**config.mk**
```make
export PLATFORM = sky130hd
export DESIGN_NAME = ctl_clear_reg
export DESIGN_NICKNAME = d
export VERILOG_FILES = /design/src/rtl/ctl_clear_pkg.sv /design/src/rtl/ctl_clear_ctrl.sv /design/src/rtl/ctl_clear_dp.sv /design/src/rtl/ctl_clear_reg.sv
export SDC_FILE = /design/constraint.sdc
export NUM_CORES = 1
export LEC_CHECK = 0
export ABC_AREA = 1
export BUFFER_PORTS_ARGS = -buffer_cell sky130_fd_sc_hd__buf_4
export CAP_MARGIN = 20
export CORE_AREA = 2 2 39 41
export CTS_BUF_LIST = sky130_fd_sc_hd__clkbuf_4 sky130_fd_sc_hd__clkbuf_8
export CTS_CLUSTER_DIAMETER = 60
export DETAILED_ROUTE_END_ITERATION = 8
export DIE_AREA = 0 0 41 43
export SYNTH_ARGS = -nofsm -noshare
export SYNTH_HDL_FRONTEND = slang
export SYNTH_HIERARCHICAL = 1
export SYNTH_SLANG_ARGS = --single-unit
```
**constraint.sdc**
```tcl
create_clock -name clk -period 0.8 [get_ports clk]
set_input_delay 0.16 -clock clk [delete_from_list [all_inputs] [get_ports clk]]
set_output_delay 0.16 -clock clk [all_outputs]
set_load 0.01 [all_outputs]
```
**src/rtl/ctl_clear_pkg.sv**
```systemverilog
package ctl_clear_pkg;
  localparam int DATA_W = 8;
  localparam int CODE_W = 4;
  localparam int NUM_CTRL = 2;

  typedef struct packed {
    logic [NUM_CTRL-1:0] clrHit;
    logic                errHit;
    logic                rdHit;
  } clrStrobe_t;
endpackage

```
**src/rtl/ctl_clear_ctrl.sv**
```systemverilog
module ctl_clear_ctrl
  import ctl_clear_pkg::*;
#(
  parameter int DW = DATA_W
) (
  input  logic          sel,
  input  logic          wrEn,
  input  logic          rdEn,
  input  logic [DW-1:0] wdata,
  output clrStrobe_t    strobe
);
  logic [CODE_W-1:0]   code;
  logic                wrHit;
  logic                codeOk;
  logic [NUM_CTRL-1:0] target;

  assign code  = wdata[CODE_W-1:0];
  assign wrHit = sel & wrEn;

  // code form: 0 1 c1 c0, at least one target bit set
  assign target = code[NUM_CTRL-1:0];
  assign codeOk = (code[3] == 1'b0) && (code[2] == 1'b1) && (|target);

  always_comb begin
    strobe        = '0;
    strobe.rdHit  = sel & rdEn;
    if (wrHit) begin
      if (codeOk) strobe.clrHit = target;
      else        strobe.errHit = 1'b1;
    end
  end
endmodule

```
**src/rtl/ctl_clear_dp.sv**
```systemverilog
module ctl_clear_dp
  import ctl_clear_pkg::*;
#(
  parameter int DW = DATA_W
) (
  input  logic                clk,
  input  logic                rstN,
  input  clrStrobe_t          strobe,
  output logic [DW-1:0]       rdata,
  output logic [NUM_CTRL-1:0] clrOut,
  output logic                errOut
);
  localparam logic [DW-1:0] READ_VAL = {{(DW-CODE_W){1'b0}}, {CODE_W{1'b1}}};

  genvar g;
  generate
    for (g = 0; g < NUM_CTRL; g++) begin : gClr
      always_ff @(posedge clk or negedge rstN) begin
        if (!rstN) clrOut[g] <= 1'b0;
        else       clrOut[g] <= strobe.clrHit[g];
      end
    end
  endgenerate

  always_ff @(posedge clk or negedge rstN) begin
    if (!rstN) begin
      errOut <= 1'b0;
      rdata  <= '0;
    end else begin
      errOut <= strobe.errHit;
      rdata  <= strobe.rdHit ? READ_VAL : '0;
    end
  end
endmodule

```
**src/rtl/ctl_clear_reg.sv**
```systemverilog
module ctl_clear_reg
  import ctl_clear_pkg::*;
(
  input  logic              clk,
  input  logic              rstN,
  input  logic              sel,
  input  logic              wrEn,
  input  logic              rdEn,
  input  logic [DATA_W-1:0] wdata,
  output logic [DATA_W-1:0] rdata,
  output logic              clr0,
  output logic              clr1,
  output logic              codeErr
);
  clrStrobe_t          strobe;
  logic [NUM_CTRL-1:0] clrVec;

  ctl_clear_ctrl #(.DW(DATA_W)) uCtrl (
    .sel(sel), .wrEn(wrEn), .rdEn(rdEn), .wdata(wdata), .strobe(strobe)
  );

  ctl_clear_dp #(.DW(DATA_W)) uDp (
    .clk(clk), .rstN(rstN), .strobe(strobe),
    .rdata(rdata), .clrOut(clrVec), .errOut(codeErr)
  );

  assign clr0 = clrVec[0];
  assign clr1 = clrVec[1];
endmodule

```
==> out/qor.csv <==
metric,value,unit
Inserted Clock Buffers,3,
Synth Instances,24,
DR WL met3,69,um
met2 wire len,156,um
critical path class,reg -> out,
Max Cap Viol,0,
Lkg Pwr,0.193,nW
pre-CTS WS,102,ps
Overflow after GRT,0,
Seq cells post-synth,4,
# rows,14,
Final Hold Vio Count,0,
Syn Area/Cell,8.50,sq um
Startpoint Class,flip-flop,
core area,1380,sq um
"Seq/Total Area, Yosys",49.1,%
Routed WL,384,um
Tot GR Track Use,5.63,%
Met1 Wirelength,130,um
Initial Util,14.7,%
peak supply drop,0.301,mV
Root Buffer,clkbuf_4,
status,"complete, but fails checks",
DRT antenna net count,0,
largest net degree at the start of global routing,5,
Top Metal Used,met4,
crit end category,primary output,
TritonRoute pass-1 iters,1,
Ports,24,
Worst EP required,640,ps
Sink Count,4,
die height,43,um
die area,1760,sq um
htree depth,1,
Synth top area share,49.1,%
final period demand of the worst path,938,ps
Max Clock Freq,1.07,GHz
"most common cell after layout, fill and taps aside",buf_4,
ANT cells,0,
wire per inst,6.98,um
via count of the first global-routing pass,132,
crit path DAT,780,ps
# DRC,0,
setup violators final,7,
worst hold start,rdEn,
area delta synth->final,66.3,%
Synth area leaders,"dfrtp_1, buf_4, nor2_1",
Max Slew Vio Count,0,
failing checks,negative setup slack,
crit-path leading delay family,flip-flops,
area of the mapped netlist,204,sq um
first-pass GRT wire length,462,um
CP max stage delay,390,ps
crit-path cells,buf_4,
DRT iter0 DRCs,0,
nets,54,
"Clk pin slew, worst setup/hold paths",40,ps
vias,176,
hold crit path type,in -> reg,
hold depth,3,
PwrDens,1620,nW/um^2
die width,41,um
post-synth top area cell,dfrtp_1,
critical path's slowest cell,dfrtp_1,
warnings from Yosys,6,
Final WS setup,-138,ps
CTS tree,yes,
PortBufs,15,
"Distinct cells, synth",7,
routed vias/inst,3.20,
number of fill cells,152,
Tcrit/Tclk final,117,%
CP max FO,4,
CTS max path bufs,2,
RePlAce Congestion,0.540,
most frequent cells in the layout,"buf_4, nor2_1, conb_1, dfrtp_1",
share of cells above drive strength 1,46.2,%
unrepaired setup endpoints after global routing,true,
initial antenna violation count,0,
hold endpoint,uDp/rdata[2],
CP Buf/Inv Count,1,
worst hold slack,132,ps
==> logic make-up after synthesis <==
logic type,count (synthesis),synth area share (%)
other cells,1,1.84
flops,4,49.1
simple gates,10,19.6
buf+inv,9,29.4
==> repair_timing <==
item,4_1_cts,5_1_grt
buffers inserted,0,0
hold endpoints to repair,4,0
hold buffers,1,0
endpoints found under the setup margin,7,7
gates resized for setup,3,0
==> where the power goes <==
part	internal (mW)	switching [mW]	leakage (nW)	total, mW
clock	0.167	0.0730	0.0138	0.240
sequential	0.211	0.00434	0.0537	0.215
combinational	0.0535	0.0411	0.126	0.0947
total	0.431	0.118	0.193	0.550
==> through the flow <==
stage,cells,instance area [sq um],TNS [ps],power [mW],utilization (%)
6_report,55,339,-753,0.550,24.5
5_1_grt,55,339,-997,0.589,24.5
4_1_cts,55,339,-853,0.572,24.5
3_5_place_dp,51,295,0,0.305,21.3
3_3_place_gp,51,295,0,0.304,21.3
2_1_floorplan,27,215,0,0.270,-
==> state kept, by name, indices dropped and copies added, names as in the netlist <==
| name | cells |
|---|---|
| uDp/rdata | 1 |
| uDp/clrOut | 2 |
| uDp/errOut | 1 |
==> Yosys cell counts <==
| cell | count |
|---|---|
| nand3_1 | 2 |
| inv_1 | 2 |
| buf_4 | 7 |
| nand2_1 | 3 |
| conb_1 | 1 |
| nor2_1 | 5 |
| dfrtp_1 | 4 |
==> per-layer routing <==
metal,vias up,global-route usage (%)
met3,2,1.57
met5,-,0
met1,65,4.53
li1,90,-
met2,19,4.69
met4,0,16.0
==> how the worst max path moves through the flow <==
stage / startpoint / endpoint / cells after the start
global route: uDp/rdata[2] / rdata[1] / 1
floorplan: uDp/rdata[2] / rdata[1] / 1
CTS: uDp/rdata[2] / rdata[1] / 1
finish: uDp/rdata[2] / rdata[3] / 1
detailed placement: uDp/rdata[2] / rdata[1] / 1
global placement: uDp/rdata[2] / rdata[3] / 1
==> final cells by class <==
class / instances / area (sq um) / share of cell area, %
inverters: 2 / 7.51 / 2.21
well taps: 16 / 20.0 / 5.90
multi-input cells: 14 / 55.1 / 16.2
clock buffers: 3 / 22.5 / 6.64
flip-flops and latches: 4 / 100 / 29.5
repair buffers: 16 / 134 / 39.5
Note: power is estimated with default switching activity, not from simulation.
